$ cat src/rtl/core_pwrup_pkg.sv
// Shared definitions for the core power-up sequencer: control-word bit
// positions, the rail-on code, the step encoding and the time-to-cycle
// conversion used to size every dwell.
package core_pwrup_pkg;

    localparam int CTL_W    = 9;
    localparam int RAIL_W   = 8;

    // Bit positions inside the core power-control word.
    localparam int B_PLL_CLAMP = 8;
    localparam int B_PWRD_UP   = 7;
    localparam int B_POR       = 5;
    localparam int B_CORE_RST  = 4;
    localparam int B_L2_SLEEP  = 3;
    localparam int B_OUT_CLAMP = 0;

    localparam logic [RAIL_W-1:0] RAIL_ON_CODE = 8'hA4;

    // Sequencer steps, in the order they are visited.
    typedef enum logic [2:0] {
        ST_IDLE    = 3'd0,
        ST_RAIL    = 3'd1,
        ST_PRE     = 3'd2,
        ST_L2_WAKE = 3'd3,
        ST_POR_ON  = 3'd4,
        ST_UNCLAMP = 3'd5,
        ST_POR_OFF = 3'd6,
        ST_HOLD    = 3'd7
    } seq_state_t;

    // Round a time in nanoseconds up to whole clock cycles, at least one.
    function automatic longint ns_to_cycles(input longint t_ns, input longint hz);
        longint c;
        c = (t_ns * hz + 64'd999_999_999) / 64'd1_000_000_000;
        if (c < 1) c = 1;
        return c;
    endfunction

    // Build a control word from its individual fields.
    function automatic logic [CTL_W-1:0] mk_word(input logic pll, input logic pwrd,
                                                 input logic por, input logic l2,
                                                 input logic clamp);
        logic [CTL_W-1:0] w;
        w = '0;
        w[B_PLL_CLAMP] = pll;
        w[B_PWRD_UP]   = pwrd;
        w[B_POR]       = por;
        w[B_CORE_RST]  = 1'b0;
        w[B_L2_SLEEP]  = l2;
        w[B_OUT_CLAMP] = clamp;
        return w;
    endfunction

endpackage

$ cat src/rtl/seq_delay_counter.sv
// Down-counter that times one step's dwell.
// Assumes load_val >= 1. After a load of N, expired goes high N-1 edges
// later, so the step that owns the load lasts exactly N cycles.
module seq_delay_counter #(
    parameter int CW = 16
) (
    input  logic          clk,
    input  logic          rst_n,
    input  logic          load,
    input  logic [CW-1:0] load_val,
    output logic          expired
);

    logic [CW-1:0] cnt_q;

    // Load on a step change, otherwise count down and stop at zero.
    always_ff @(posedge clk) begin
        if (!rst_n) begin
            cnt_q <= '0;
        end else if (load) begin
            cnt_q <= load_val - 1'b1;
        end else if (cnt_q != '0) begin
            cnt_q <= cnt_q - 1'b1;
        end
    end

    // The step's time is used up once the count reaches zero.
    always_comb expired = (cnt_q == '0);

endmodule

$ cat src/rtl/seq_step_table.sv
// Combinational table that gives, for each step, the control word, the
// rail byte and the dwell in cycles. The dwells come in as parameters
// already rounded up from the clock frequency.
module seq_step_table
    import core_pwrup_pkg::*;
#(
    parameter int CW      = 16,
    parameter int D_RAIL  = 1,
    parameter int D_PRE   = 1,
    parameter int D_L2    = 1,
    parameter int D_POR   = 1,
    parameter int D_UNCL  = 1,
    parameter int D_REL   = 1
) (
    input  seq_state_t         st,
    output logic [CTL_W-1:0]   word,
    output logic [RAIL_W-1:0]  rail,
    output logic [CW-1:0]      dwell
);

    // Decode the step into its word, rail byte and dwell.
    always_comb begin
        rail  = RAIL_ON_CODE;
        dwell = CW'(1);
        word  = '0;
        unique case (st)
            ST_IDLE: begin
                rail = '0;
            end
            ST_RAIL: begin
                dwell = CW'(D_RAIL);
            end
            ST_PRE: begin
                word  = mk_word(1'b1, 1'b0, 1'b0, 1'b1, 1'b1);
                dwell = CW'(D_PRE);
            end
            ST_L2_WAKE: begin
                word  = mk_word(1'b1, 1'b0, 1'b0, 1'b0, 1'b1);
                dwell = CW'(D_L2);
            end
            ST_POR_ON: begin
                word  = mk_word(1'b1, 1'b0, 1'b1, 1'b0, 1'b1);
                dwell = CW'(D_POR);
            end
            ST_UNCLAMP: begin
                word  = mk_word(1'b1, 1'b0, 1'b1, 1'b0, 1'b0);
                dwell = CW'(D_UNCL);
            end
            ST_POR_OFF: begin
                word  = mk_word(1'b1, 1'b0, 1'b0, 1'b0, 1'b0);
                dwell = CW'(D_REL);
            end
            ST_HOLD: begin
                word  = mk_word(1'b1, 1'b1, 1'b0, 1'b0, 1'b0);
            end
            default: begin
                rail = '0;
            end
        endcase
    end

endmodule

$ cat src/rtl/core_pwrup_seq.sv
// Power-up sequencer for one secondary core.
// A start pulse in idle turns the rail on. The block then steps the core
// control word through a fixed order, holding each step for a dwell
// rounded up from CLK_HZ. After the final word the block holds until
// reset. Assumes start is synchronous to clk.
module core_pwrup_seq
    import core_pwrup_pkg::*;
#(
    parameter longint CLK_HZ    = 100_000_000,
    parameter longint T_RAIL_NS = 512_000,
    parameter longint T_PRE_NS  = 0,
    parameter longint T_L2_NS   = 300,
    parameter longint T_POR_NS  = 2_000,
    parameter longint T_UNCL_NS = 2_000,
    parameter longint T_REL_NS  = 100_000
) (
    input  logic              clk,
    input  logic              rst_n,
    input  logic              start,
    output logic              busy,
    output logic              done,
    output logic [7:0]        rail_ctl,
    output logic [8:0]        core_ctl
);

    localparam int D_RAIL = int'(ns_to_cycles(T_RAIL_NS, CLK_HZ));
    localparam int D_PRE  = int'(ns_to_cycles(T_PRE_NS,  CLK_HZ));
    localparam int D_L2   = int'(ns_to_cycles(T_L2_NS,   CLK_HZ));
    localparam int D_POR  = int'(ns_to_cycles(T_POR_NS,  CLK_HZ));
    localparam int D_UNCL = int'(ns_to_cycles(T_UNCL_NS, CLK_HZ));
    localparam int D_REL  = int'(ns_to_cycles(T_REL_NS,  CLK_HZ));
    localparam int M1     = (D_RAIL > D_PRE) ? D_RAIL : D_PRE;
    localparam int M2     = (D_L2   > D_POR) ? D_L2   : D_POR;
    localparam int M3     = (D_UNCL > D_REL) ? D_UNCL : D_REL;
    localparam int M12    = (M1 > M2) ? M1 : M2;
    localparam int D_MAX  = (M12 > M3) ? M12 : M3;
    localparam int CW     = $clog2(D_MAX + 1);

    seq_state_t         state_q, state_nxt;
    logic               tmr_expired, go, running;
    logic [CTL_W-1:0]   nxt_word;
    logic [RAIL_W-1:0]  nxt_rail;
    logic [CW-1:0]      nxt_dwell;
    logic [CTL_W-1:0]   ctl_q;
    logic [RAIL_W-1:0]  rail_q;
    logic               done_q;

    // A step is running in every state except idle and hold.
    always_comb running = (state_q != ST_IDLE) && (state_q != ST_HOLD);

    // Move on when idle sees start, or when a running step's time is used up.
    always_comb begin
        go        = (state_q == ST_IDLE && start) || (running && tmr_expired);
        state_nxt = seq_state_t'(state_q + 3'd1);
    end

    seq_step_table #(
        .CW     (CW),
        .D_RAIL (D_RAIL),
        .D_PRE  (D_PRE),
        .D_L2   (D_L2),
        .D_POR  (D_POR),
        .D_UNCL (D_UNCL),
        .D_REL  (D_REL)
    ) u_table (
        .st    (state_nxt),
        .word  (nxt_word),
        .rail  (nxt_rail),
        .dwell (nxt_dwell)
    );

    seq_delay_counter #(
        .CW (CW)
    ) u_timer (
        .clk      (clk),
        .rst_n    (rst_n),
        .load     (go),
        .load_val (nxt_dwell),
        .expired  (tmr_expired)
    );

    // Step register and registered outputs, all updated together on a step change.
    always_ff @(posedge clk) begin
        if (!rst_n) begin
            state_q <= ST_IDLE;
            ctl_q   <= '0;
            rail_q  <= '0;
            done_q  <= 1'b0;
        end else begin
            done_q <= 1'b0;
            if (go) begin
                state_q <= state_nxt;
                ctl_q   <= nxt_word;
                rail_q  <= nxt_rail;
                done_q  <= (state_nxt == ST_HOLD);
            end
        end
    end

    // Drive the ports.
    always_comb begin
        busy     = running;
        done     = done_q;
        rail_ctl = rail_q;
        core_ctl = ctl_q;
    end

endmodule

$ cat config.mk
export PLATFORM = sky130hd
export DESIGN_NAME = core_pwrup_seq
export DESIGN_NICKNAME = d
export VERILOG_FILES = /design/src/rtl/core_pwrup_pkg.sv /design/src/rtl/seq_delay_counter.sv /design/src/rtl/seq_step_table.sv /design/src/rtl/core_pwrup_seq.sv
export SDC_FILE = /design/constraint.sdc
export NUM_CORES = 1
export LEC_CHECK = 0
export ABC_AREA = 1
export BUFFER_PORTS_ARGS = -buffer_cell sky130_fd_sc_hd__buf_2
export CAP_MARGIN = 10
export CORE_ASPECT_RATIO = 1.25
export CORE_MARGIN = 2
export CORE_UTILIZATION = 57
export CTS_BUF_LIST = sky130_fd_sc_hd__clkbuf_16
export DETAILED_ROUTE_END_ITERATION = 10
export PLACE_DENSITY = 0.76
export SLEW_MARGIN = 10
export SYNTH_ARGS = -nofsm -noshare
export SYNTH_HDL_FRONTEND = slang
export SYNTH_SLANG_ARGS = --single-unit
export TNS_END_PERCENT = 1
$ cat constraint.sdc
create_clock -name clk -period 2.4 [get_ports clk]
set_input_delay 0.12 -clock clk [delete_from_list [all_inputs] [get_ports clk]]
set_output_delay 0.12 -clock clk [all_outputs]
set_load 0.02 [all_outputs]
# --- After elaboration in Yosys (flattened, before gate mapping) ---
# Index checks and enable logic that the tools add are counted.
totals:
  regBits: 37
  latch_bits: 0
  mem_bits_rw: 0
  rom_bits: 0
  inputBits: 3
  output_inout_bits: 19
  word_cells: 33
  n_memories: 0
op_classes:
  addsub: 3
  mul: 0
  n_div: 0
  n_lt_le_gt_ge: 0
  n_eq_ne: 8
  shift: 0
  n_mux: 5
  bitwise_logic: 0
  reduce_logical: 12
op_table:
  columns: ["cell", "n"]
  rows:
  - ["$pmux 16 s4", 1]
  - ["$pmux 9 s6", 1]
  - ["$mux 16", 2]
  - ["$sub 16x1->16 const B", 2]
  - ["$logic_not 16->1", 1]
  - ["$reduce_bool 16->1", 1]
  - ["$eq 3x3->1 const B", 4]
  - ["$mux 8", 1]
  - ["$eq 3x2->1 const B", 2]
  - ["$logic_not 3->1", 2]
  - ["$add 3x1->3 const B", 1]
  - ["$eq 3x1->1 const B", 1]
  - ["$logic_and 1x1->1", 3]
  - ["$ne 3x3->1 const B", 1]
  - ["$reduce_bool 3->1", 1]
  - ["$reduce_and 2->1", 1]
  - ["$reduce_bool 2->1", 1]
  - ["$reduce_or 2->1", 1]
  - ["$logic_or 1x1->1", 1]

# --- Longest topological paths before layout ---
depth:
  ltp_word: 6
  ltp_mapped: 17
  ltp_nobuf: 17

# --- By module ---
# Synthesis repeated with hierarchy kept, for this count alone.
unflattened:
  hier_cells: 400
  hier_area_um2: 2566.2
by_module_without_submodules:
  columns: ["mod", "n_inst", "cells_each", "area_each_um2", "seq_area_each_um2"]
  rows:
  - ["seq_delay_counter", 1, 213, 1267.5, 320.3]
  - ["core_pwrup_seq", 1, 142, 1036.0, 420.4]
  - ["seq_step_table", 1, 45, 262.8, 0.0]

# --- Least setup slack after synthesis ---
# No wires, ideal clock.
synth_path:
  path_type: "register -> register"
  start: "register state_q[0]"
  end: "register u_timer.cnt_q[12]"
  setup_ns: 0.113
  arrival_ns: 2.143
  required_ns: 2.287
  slack_ns: 0.145
  stages_incl_launch_ff: 18
  n_path_buf: 0
  cell_sequence: "dfxtp_1 > inv_1 > ha_1 > inv_2 > nor2_2 > a21oi_2 > nand3_4 > nand2_4 > nand2_1 > o21ai_2 > inv_1 > ha_1 > nand2_2 > nor2_1 > nand2_1 > nand2_1 > nand2_1 > nor2_1"
synth_via:
  elab_chain_len: 6
  elab_cells_between_ends: 18
  classes_between: "2 x add/sub; 6 x eq/ne; 2 x mux; 8 x reduce/logical"
synth_rtl:
  columns: ["item", "line", "rtl"]
  rows:
  - ["start, declared", "core_pwrup_seq.sv:39", "seq_state_t state_q, state_nxt;"]
  - ["start signal, assigned", "core_pwrup_seq.sv:92", "state_q <= state_nxt;"]
  - ["$add 3x1->3 (*)", "core_pwrup_seq.sv:54", "state_nxt = seq_state_t'(state_q + 3'd1);"]
  - ["net state_nxt[0]", "core_pwrup_seq.sv:39", null]
  - ["$eq 3x3->1", "seq_step_table.sv:26", "unique case (st)"]
  - ["$reduce_or 2->1 (no line)", null, null]
  - ["$pmux 16 s4 (*)", "seq_step_table.sv:26", null]
  - ["$sub 16x1->16 (*)", "seq_delay_counter.sv:21", "cnt_q <= load_val - 1'b1;"]
  - ["$mux 16 (*)", "seq_delay_counter.sv:20", "end else if (load) begin"]
  - ["end signal, assigned", "seq_delay_counter.sv:21", null]
  - ["end signal, assigned", "seq_delay_counter.sv:23", "cnt_q <= cnt_q - 1'b1;"]
  - ["end, declared", "seq_delay_counter.sv:14", "logic [CW-1:0] cnt_q;"]
# Mark *: on every way through the listed nets, which the timed path passes. The rest lies on a longest branch.
# A chain may end at the register's enable or synchronous reset.

# --- Worst setup path after layout ---
layout_path:
  start: "register state_q[0]"
  end: "register u_timer.cnt_q[13]"
# Same word-level chain as after synthesis.

==> results.toml <==
[status]
outcome = "complete, no violations"

[yosys]
yosys-top-cells-count = "nand2_1 (54), nor2_1 (37), dfxtp_1 (26), inv_1 (26), nand3_1 (23)"
synth_edf_count = 0
yosysTopAreaCellShare_pct = 31.2
synth-seq-cells = 26
synth_cells = 249
synth_ff_type = "dfxtp_1"
synthArstFlopShare_pct = 0
ys_warn_count = 0
syn_area_um2 = 1670
yosysMostFrequentCell = "nand2_1"
syn_avg_cell_area_um2 = 6.69
yosysSeqAreaShare_pct = 31.2
synth.distinct_cells = 31
synthTopCellsByArea = "dfxtp_1 (31%), nand2_1 (12%), nor2_1 (8.3%), nand3_1 (6.9%), inv_1 (5.9%)"
yosysTopAreaCell = "dfxtp_1"

[worst_hold_path]
worstHoldPathType = "input port to register"

[clocking]
clkLatencyLatePin_ns = 0.26
htreeDepth = 1
clk_pin_slew_ns = 0.07
clock_path_buffers = 2
tritoncts = "built"
cts_hold_buf = 0
cts-root-buf = "clkbuf_16"
cts_buffers = 3
cts_sinks = 26

[grt]
grt_max_degree = 18
grt_overflow = 0
grt_antenna_before_repair = 0
grt_usage_pct = 25.0
grt_pass1_vias = 1443
grt_pass1_wl_um = 6320

[job]
cap_violations = 0

[timing]
period_share_pct = 94.0
fin_ws_ns = 0.144
hold_viol_final = 0
clock_skew_ns = 0.00646
min_period_ns = 2.26
setup_violations = 0
whs_ns = 0.199
clock.fmax_mhz = 443
slew_violations = 0

[routing]
vias = 1618
via_per_inst = 5.22
routed_wl_um = 4000
dr.pass1.iters = 5
drcViolationCount = 0
wl_per_cell_um = 12.9
ant_nets = 0
drt_iter0_markers = 64

[floorplanning]
start_util_pct = 61.0
die_area_um2 = 3380
die_y_um = 64.5
die_x_um = 52.4
core.rowCount = 21
pin_count = 22
core_um2 = 2730

[setup_path]
cp_top_family = "simple AND/OR/NAND/NOR gates"
required_ns = 2.60
critical_path.most_common_cell = "nor2_2"
crit_arrival_ns = 2.45
crit_fanout = 16
setup.worst_path.end_class = "register"
path_class = "register to register"
worst-path-buf-inv = 4
cp_slowest_stage_delay_ns = 0.36
crit_chain = "inv_1, ha_2, inv_2, nor2_2, a21oi_2, nand3_4, nand2_8, buf_4, nand2_1, nand2_2, nor2_2, buf_4, nand2_1, nor2_2, nand3_1, a21oi_1"
cp-start-kind = "register"
slowest_stage = "dfxtp_4"

[layout]
drive_gt1_share_pct = 26.4
nets = 287
finish.instance_area_um2 = 1990
fin_util_pct = 72.8
syn_to_final_growth_pct = 19.4
diodes = 0

[placement]
post-place-ws_ns = -0.0355
hpwlAfterDp_um = 2930
place_area_um2 = 1780
gp_congestion = 0.950
io_buffer_count = 12
## placed cells by master, fill, tap and decap left out, types with 2 or more instances in the layout
cell       Yosys  routed
a21oi_1       15      14
a21oi_2        1       2
a31oi_1        2       2
buf_2          1      12
buf_4         12      18
clkbuf_16      0       3
conb_1         1       9
dfxtp_1       26      24
ha_1           7       4
ha_2           0       2
inv_1         26      25
inv_2          2       3
nand2_1       54      50
nand2_2        4       8
nand3_1       23      22
nor2_1        37      34
nor2_2         9      12
nor2_4         2       2
o21ai_0       10      10
o21ai_1        2       2
xor2_1         2       2
## final timing paths
check / startpoint / endpoint / slack (ns) / cells after the start
worst min-delay path: rst_n / u_timer.cnt_q[12] / 0.20 / 3
worst max-delay path: state_q[0] / u_timer.cnt_q[13] / 0.14 / 16
worst min register to register: state_q[0] / state_q[0] / 0.47 / 1
worst max register to register: state_q[0] / u_timer.cnt_q[13] / 0.14 / 16
## routing by layer
layer | up-vias | global-route usage [%] | part of all wire (%)
met3 | 10 | 2.53 | 5.7
li1 | 825 | - | -
met2 | 51 | 44.1 | 50
met1 | 732 | 29.7 | 41
met5 | - | 0 | 0
met4 | 0 | 10.9 | 3.5
## worst min-delay path, cell delays in order
cell and delay (ns):
buf_2 0.18, nand2_1 0.09, nor2_1 0.03
## kinds of logic after synthesis
kind of cell | synth area share, %
compound gates | 11.3
fa+ha+maj | 5.26
buf+inv | 13.1
xor+xnor | 1.58
other cells | 0.225
flops | 31.2
simple gates | 37.2
## through the flow
stage	TNS, ns	cells
after floorplan	0	257
after global placement	0	301
after detailed placement	-0.0495	301
after CTS	0	305
after global routing	-0.0634	310
final	0	310
## state kept, by name (all words and copies together), names as in the netlist
signal / flops
rail_ctl: 1
u_timer.cnt_q: 16
core_ctl: 5
state_q: 3
done: 1
## final cells by class
| cell class | count | area [um^2] |
|---|---|---|
| sequential | 26 | 526 |
| timing repair buffer | 30 | 195 |
| fill | 231 | 743 |
| inverter | 28 | 105 |
| clock buffer | 3 | 75.1 |
| clock inverter | 1 | 30.0 |
| tap | 34 | 42.5 |
| multi-input combinational | 188 | 1020 |
## timing repair
item                                    CTS  global route
endpoints found under the setup margin    4            14
pin swaps                                 0             6
setup buffers                             0             5
gates resized for setup                   1            17
cloned                                    0             0
Power is not shown: default switching activity piles up to over one toggle a cycle in this logic, so the estimate is an artifact.
